===== config.mk =====
export PLATFORM = sky130hd
export DESIGN_NAME = uart_modem_ctl
export DESIGN_NICKNAME = d
export VERILOG_FILES = /design/src/rtl/uart_modem_pkg.sv /design/src/rtl/modem_ctl_regs.sv /design/src/rtl/modem_status_path.sv /design/src/rtl/uart_modem_ctl.sv
export SDC_FILE = /design/constraint.sdc
export NUM_CORES = 1
export LEC_CHECK = 0
export BUFFER_PORTS_ARGS = -buffer_cell sky130_fd_sc_hd__clkbuf_2
export CORE_UTILIZATION = 32
export CTS_CLUSTER_DIAMETER = 150
export DETAILED_ROUTE_END_ITERATION = 10
export PLACE_DENSITY = 0.6
export SYNTH_ARGS = -nofsm -noshare
export SYNTH_HDL_FRONTEND = slang
export SYNTH_HIERARCHICAL = 1
export SYNTH_SLANG_ARGS = --single-unit

===== constraint.sdc =====
create_clock -name clk -period 1.35 [get_ports clk]
set_input_delay 0.135 -clock clk [delete_from_list [all_inputs] [get_ports clk]]
set_output_delay 0.135 -clock clk [all_outputs]
set_load 0.03 [all_outputs]

===== src/rtl/uart_modem_pkg.sv =====
package uart_modem_pkg;
  localparam int MDM_DATA_W    = 8;
  localparam int MDM_ADDR_W    = 2;
  localparam int MDM_NUM_IN    = 4;
  localparam int MDM_SYNC_LEN  = 2;

  // register select values
  localparam logic [MDM_ADDR_W-1:0] ADDR_CTRL = 2'd0;
  localparam logic [MDM_ADDR_W-1:0] ADDR_STAT = 2'd1;
  localparam logic [MDM_ADDR_W-1:0] ADDR_IEN  = 2'd2;

  // control register bit positions
  localparam int BIT_DTR  = 0;
  localparam int BIT_RTS  = 1;
  localparam int BIT_OUT2 = 3;
  localparam int BIT_LOOP = 4;

  // modem input index: 0 cts, 1 dsr, 2 ring, 3 carrier
  localparam int RING_IDX = 2;

  typedef struct packed {
    logic clrDelta;
    logic loopEn;
  } mdmStrobe_t;
endpackage


===== src/rtl/modem_ctl_regs.sv =====
module modem_ctl_regs
  import uart_modem_pkg::*;
#(
  parameter int DATA_W = MDM_DATA_W,
  parameter int ADDR_W = MDM_ADDR_W
) (
  input  logic              clk,
  input  logic              rstN,
  input  logic              wrEn,
  input  logic              rdEn,
  input  logic [ADDR_W-1:0] addr,
  input  logic [DATA_W-1:0] wrData,
  input  logic [DATA_W-1:0] statusWord,
  input  logic              anyDelta,
  output logic [DATA_W-1:0] rdData,
  output logic              dtrN,
  output logic              rtsN,
  output logic              out2N,
  output logic              msIrq,
  output mdmStrobe_t        strobe
);
  logic [DATA_W-1:0] ctrlQ;
  logic              ienQ;
  logic              selCtrl, selStat, selIen;

  assign selCtrl = (addr == ADDR_CTRL);
  assign selStat = (addr == ADDR_STAT);
  assign selIen  = (addr == ADDR_IEN);

  always_ff @(posedge clk or negedge rstN) begin
    if (!rstN) begin
      ctrlQ <= '0;
      ienQ  <= 1'b0;
    end else if (wrEn) begin
      if (selCtrl) ctrlQ <= wrData;
      if (selIen)  ienQ  <= wrData[0];
    end
  end

  // active-low pins: inverted control bits
  assign dtrN  = ~ctrlQ[BIT_DTR];
  assign rtsN  = ~ctrlQ[BIT_RTS];
  assign out2N = ~ctrlQ[BIT_OUT2];
  assign msIrq = ienQ & anyDelta;

  assign strobe.clrDelta = rdEn & selStat;
  assign strobe.loopEn   = ctrlQ[BIT_LOOP];

  always_comb begin
    rdData = '0;
    if (selCtrl)      rdData = ctrlQ;
    else if (selStat) rdData = statusWord;
    else if (selIen)  rdData[0] = ienQ;
  end
endmodule


===== src/rtl/modem_status_path.sv =====
module modem_status_path
  import uart_modem_pkg::*;
#(
  parameter int NUM_IN   = MDM_NUM_IN,
  parameter int SYNC_LEN = MDM_SYNC_LEN,
  parameter int RING_AT  = RING_IDX
) (
  input  logic                clk,
  input  logic                rstN,
  input  logic [NUM_IN-1:0]   pinN,
  input  mdmStrobe_t          strobe,
  input  logic                txSerial,
  input  logic                rxPin,
  output logic [2*NUM_IN-1:0] statusWord,
  output logic                anyDelta,
  output logic                txPin,
  output logic                rxToDeser
);
  logic [NUM_IN-1:0] levelN;
  logic [NUM_IN-1:0] prevN;
  logic [NUM_IN-1:0] deltaQ;

  for (genvar i = 0; i < NUM_IN; i++) begin : g_in
    logic [SYNC_LEN-1:0] chainQ;
    logic                hit;

    always_ff @(posedge clk or negedge rstN) begin
      if (!rstN) begin
        chainQ   <= '1;
        prevN[i] <= 1'b1;
      end else begin
        chainQ   <= {chainQ[SYNC_LEN-2:0], pinN[i]};
        prevN[i] <= chainQ[SYNC_LEN-1];
      end
    end
    assign levelN[i] = chainQ[SYNC_LEN-1];

    if (i == RING_AT) begin : g_rise
      assign hit = levelN[i] & ~prevN[i];
    end else begin : g_any
      assign hit = levelN[i] ^ prevN[i];
    end

    always_ff @(posedge clk or negedge rstN) begin
      if (!rstN)               deltaQ[i] <= 1'b0;
      else if (hit)            deltaQ[i] <= 1'b1;
      else if (strobe.clrDelta) deltaQ[i] <= 1'b0;
    end
  end

  assign statusWord = {~levelN, deltaQ};
  assign anyDelta   = |deltaQ;

  assign txPin     = strobe.loopEn ? 1'b1 : txSerial;
  assign rxToDeser = strobe.loopEn ? txSerial : rxPin;
endmodule


===== src/rtl/uart_modem_ctl.sv =====
module uart_modem_ctl
  import uart_modem_pkg::*;
(
  input  logic       clk,
  input  logic       rstN,
  input  logic       wrEn,
  input  logic       rdEn,
  input  logic [1:0] addr,
  input  logic [7:0] wrData,
  output logic [7:0] rdData,
  input  logic       ctsN,
  input  logic       dsrN,
  input  logic       riN,
  input  logic       dcdN,
  output logic       dtrN,
  output logic       rtsN,
  output logic       out2N,
  output logic       msIrq,
  input  logic       txSerial,
  input  logic       rxPin,
  output logic       txPin,
  output logic       rxToDeser
);
  mdmStrobe_t strobe;
  logic [7:0] statusWord;
  logic       anyDelta;

  modem_ctl_regs #(.DATA_W(8), .ADDR_W(2)) u_ctl (
    .clk(clk), .rstN(rstN), .wrEn(wrEn), .rdEn(rdEn), .addr(addr),
    .wrData(wrData), .statusWord(statusWord), .anyDelta(anyDelta),
    .rdData(rdData), .dtrN(dtrN), .rtsN(rtsN), .out2N(out2N),
    .msIrq(msIrq), .strobe(strobe)
  );

  modem_status_path #(.NUM_IN(4), .SYNC_LEN(MDM_SYNC_LEN), .RING_AT(RING_IDX)) u_dp (
    .clk(clk), .rstN(rstN), .pinN({dcdN, riN, dsrN, ctsN}), .strobe(strobe),
    .txSerial(txSerial), .rxPin(rxPin), .statusWord(statusWord),
    .anyDelta(anyDelta), .txPin(txPin), .rxToDeser(rxToDeser)
  );
endmodule


---- After elaboration in Yosys (flattened, before gate mapping) ----
Cells that the tools add are included.
storage, ports and cells
  register bits after elaboration ......... 25
  input port bits ......................... 20
  output and inout bits ................... 14
  word-level logic and storage cells ...... 46
operators by class
  equality and inequality tests ........... 2
  muxes and demuxes ....................... 11
  bitwise operators ....................... 11
  reduce and logical (&&, ||, !) cells .... 8
operator list
  cell                  count
  $mux W1               9
  $mux W8               1
  $reduce_bool A2 Y1    4
  $mux W7               1
  $not A1 Y1            4
  $not A4 Y4            1
  $reduce_and A2 Y1     2
  $reduce_or A4 Y1      1
  $and A1 B1 Y1         3
  $xor A1 B1 Y1         3
  $eq A2 B1 Y1 const B  1
  $eq A2 B2 Y1 const B  1
  $logic_not A2 Y1      1

---- Depth between registers and ports, before layout ----
  word-level depth ........................ 4
  mapped depth ............................ 4
  gate-level depth less buffers ........... 3

---- Modules after synthesis ----
Netlist, hierarchy kept.
modules (own cells, without submodules)
  module             times used  cells each  area an instance (µm²)  seq. area each (µm²)
  modem_status_path  1           34          520.5                   415.4
  modem_ctl_regs     1           46          515.5                   225.2

---- Worst setup path after synthesis ----
OpenSTA, ideal clock, no wires.
  path type ............................... input to output
  start ................................... in addr[0]
  end ..................................... out rdData[0]
  data arrival time ....................... 1.098 ns
  data required time ...................... 1.215 ns
  path slack .............................. 0.117 ns
  stages on the path ...................... 3
  path buffers ............................ 1
  path through ............................ buf_4 -> mux2i_1 -> o21ai_0
between the ends
  word-level cells in the longest chain between the ends .. 4
  elaborated cells on any way between the ends .. 6
  those cells by class .................... 2 x eq/ne; 3 x mux; 1 x reduce/logical
RTL lines
  element       line                  text
  from (decl)   uart_modem_ctl.sv:8   input logic [1:0] addr,
  $eq A2 B2 Y1  modem_ctl_regs.sv:28  assign selIen = (addr == ADDR_IEN);
  $mux W1       modem_ctl_regs.sv:53  else if (selIen) rdData[0] = ienQ;
  $mux W1       modem_ctl_regs.sv:52  else if (selStat) rdData = statusWord;
  $mux W8 *     modem_ctl_regs.sv:51  if (selCtrl) rdData = ctrlQ;
  to (decl)     uart_modem_ctl.sv:10  output logic [7:0] rdData,
Mark *: on every way between the ends. The rest lies on a longest branch, timed or not.

---- Worst setup path in the final report ----
  start ................................... reg u_dp.g_in[1].chainQ[1]
  end ..................................... out rdData[5]
between the ends
  word-level cells in the longest chain between the ends .. 3
RTL lines
  element                  line                     text
  from (decl)              modem_status_path.sv:24  logic [SYNC_LEN-1:0] chainQ;
  from (signal assigned)   modem_status_path.sv:32  chainQ <= {chainQ[SYNC_LEN-2:0], pinN[i]};
  $not A4 Y4               modem_status_path.sv:51  assign statusWord = {~levelN, deltaQ};
  named net statusWord[5]  uart_modem_ctl.sv:25     logic [7:0] statusWord;
  $mux W7                  modem_ctl_regs.sv:52
  $mux W8                  modem_ctl_regs.sv:51
The timed path passes the listed nets, and every way through them passes these cells.

==> reports/results.ini <==
[status]
status = complete, but fails checks
violations = negative setup slack

[run]
drv_cap = 0

[global_route]
grt_max_degree = 26
antenna_found_initial = 0
grt_use_total = 0.120
grt_pass1_vias = 709
grt_first_pass_wirelength_mm = 3.08
grt-ovfl-total = 0

[timing]
fin_setup_tns_ps = -151
hold-worst-slack_ps = 48.7
worst_pin_slew_ps = 576
relSlewSlack = 0.616
fin_skew_ps = 2.17
rsz0062_at_grt = yes
fin_ws_ps = -55.2
setup_viol = 5
min_period_ps = 1410
hold_viol = 0
clock.fmax_mhz = 712
min_period_over_period = 1.04
slew_violations = 0

[critical_path]
critPathMaxFanout = 2
cp_slowest_cell = dfstp_2
arrival_ps = 1270
required_ps = 1220
crit_type = flip-flop to primary output
path_cells = inv_1, mux2i_1, nor2_1, buf_4
cp-end-kind = primary output
cp_slowest_stage_delay_ps = 560
cp-start-kind = flip-flop

[routing]
ant_nets = 0
vias = 749
finalWirelength_mm = 1.89
vias_per_cell = 4.28
post_drt_wl_per_cell_um = 10.8
drtPass1Iterations = 3
initialDrtViolationCount = 19
drcViolationCount = 0

[place]
dp_slack_ps = 209
hpwlAfterDp_mm = 1.32
port_buffers = 33
placed_cells_incl_taps = 157
placed_area_um2 = 1260
place.gp.congestion = 0.699

[die]
io_pins = 34
die_w_um = 58.9
start_util = 0.339
die-area_um2 = 3470
die-height_um = 58.9
core_um2 = 3050
row_count = 20

[yosys]
ys_warn_count = 6
synth-edff-count = 0
netlist_instances = 80
synth_commonest_cells = 13 x dfrtp_1, 12 x dfstp_2, 11 x inv_1, 9 x mux2_2
netlist.area_leader.share = 0.314
avgSynthCellArea_um2 = 12.9
syn_area_um2 = 1040
synth_fp_nets = 100
synth_ff_type = dfrtp_1
synthTopCellsByArea = dfrtp_1 31%, dfstp_2 30%, mux2_2 9.8%
ys_types = 18
yosysTopAreaCell = dfrtp_1
yosysSeqAreaShare = 0.618
synth.most_common_cell = dfrtp_1
ys_ff_latch = 25
synthArstFlopShare = 1.00

[clock_network]
insertion_delay_ps = 310
cts_buffer_depth = 2
cts_sinks = 25
cts_htree_levels = 1
numCtsBuffers = 3
cts_tree = done
clk_pin_slew_ps = 120
clockRootBuffer = clkbuf_4

[power_and_ir_drop]
power.leakage_nw = 0.725
peakVddDrop_mv = 0.619
powerDensity_nw_per_um2 = 1140
power_mw = 1.68

[finish]
final_nets = 152
post-route-util = 0.484
n_antenna_cell = 0
area_growth_pct = 42.5
final-instance-count-excl-fill = 175
stdcell_area_um2 = 1480
drive_above_1_share = 0.588

[min_path]
min-delay-path-class = primary input to flip-flop

routing by layer:
layer / wire [µm] / share of wire / vias up / global-route usage
li1: - / - / 362 / -
met1: 827 / 0.44 / 366 / 0.150
met2: 959 / 0.51 / 21 / 0.201
met3: 100 / 0.053 / 0 / 0.0505
met4: 0 / 0 / 0 / 0.0102
met5: 0 / 0 / - / 0
power by group:
group | internal [mW] | leakage [nW] | switching (mW) | total [mW]
registers | 0.842 | 0.271 | 0.0460 | 0.888
clock network | 0.111 | 0.0177 | 0.206 | 0.317
logic | 0.238 | 0.436 | 0.241 | 0.478
total | 1.19 | 0.725 | 0.493 | 1.68
cell type report:
cell class | instances | area, µm²
flip-flops and latches | 25 | 641
well taps | 44 | 55.1
inverters | 11 | 41.3
multi-input cells | 41 | 335
clock inverters | 1 | 5.00
repair buffers | 50 | 377
clock buffers | 3 | 22.5
fillers | 299 | 1580
cells by family after synthesis:
| logic type | after synthesis | synth area share |
|---|---|---|
| flip-flops | 25 | 0.618 |
| AND/OR/NAND/NOR | 15 | 0.0833 |
| AO/OA/AOI/OAI | 5 | 0.0254 |
| buffers and inverters | 14 | 0.0580 |
| XOR/XNOR | 3 | 0.0254 |
| multiplexers | 18 | 0.190 |
worst paths after layout:
kind	slack, ps	endpoint	start	cells after the start
setup / recovery	-60	rdData[5]	u_dp/g_in[1].chainQ[1]$_DFF_PN1_	4
hold / removal	50	u_ctl/ctrlQ[7]$_DFFE_PN0P_	wrData[7]	2
setup reg to reg	330	u_dp/statusWord[0]$_DFFE_PN0P_	u_dp/g_in[0].chainQ[1]$_DFF_PN1_	3
hold reg to reg	360	u_dp/g_in[0].chainQ[1]$_DFF_PN1_	u_dp/g_in[0].chainQ[0]$_DFF_PN1_	0
max in group asynchronous	640	u_dp/prevN[3]$_DFF_PN1_	rstN	2
min in group asynchronous	330	u_ctl/ctrlQ[4]$_DFFE_PN0P_	rstN	2
worst max-delay path: cells and delay by family, from the launching register on:
family                 cells  cell delay [ps]
buffers and inverters      2              210
flip-flops                 1              560
multiplexers               1              130
AND/OR/NAND/NOR            1               80
layout by cell type, fill, tap and decap left out, types with 4 or more instances in the layout:
cell,n
dfstp_2,12
nor2_1,8
inv_1,6
o21ai_0,4
buf_4,14
dfrtp_1,13
mux2_2,9
dlygate4sd3_1,5
inv_2,5
mux2i_1,8
clkbuf_2,23
clkbuf_8,5
state kept, by name, indices dropped and copies added, names as in the netlist:
signal	cells
u_dp/prevN	4
u_ctl/ctrlQ	8
u_dp/g_in.chainQ	8
u_ctl/ienQ	1
u_dp/statusWord	4
repair_timing:
action / CTS / global route
setup buffers: 5 / 4
hold buffers: 5 / 0
hold endpoints to repair: 17 / 0
pin swaps: 0 / 5
endpoints found under the setup margin: 6 / 10
gates resized for setup: 16 / 14
Power figures use the tool's default switching activity.
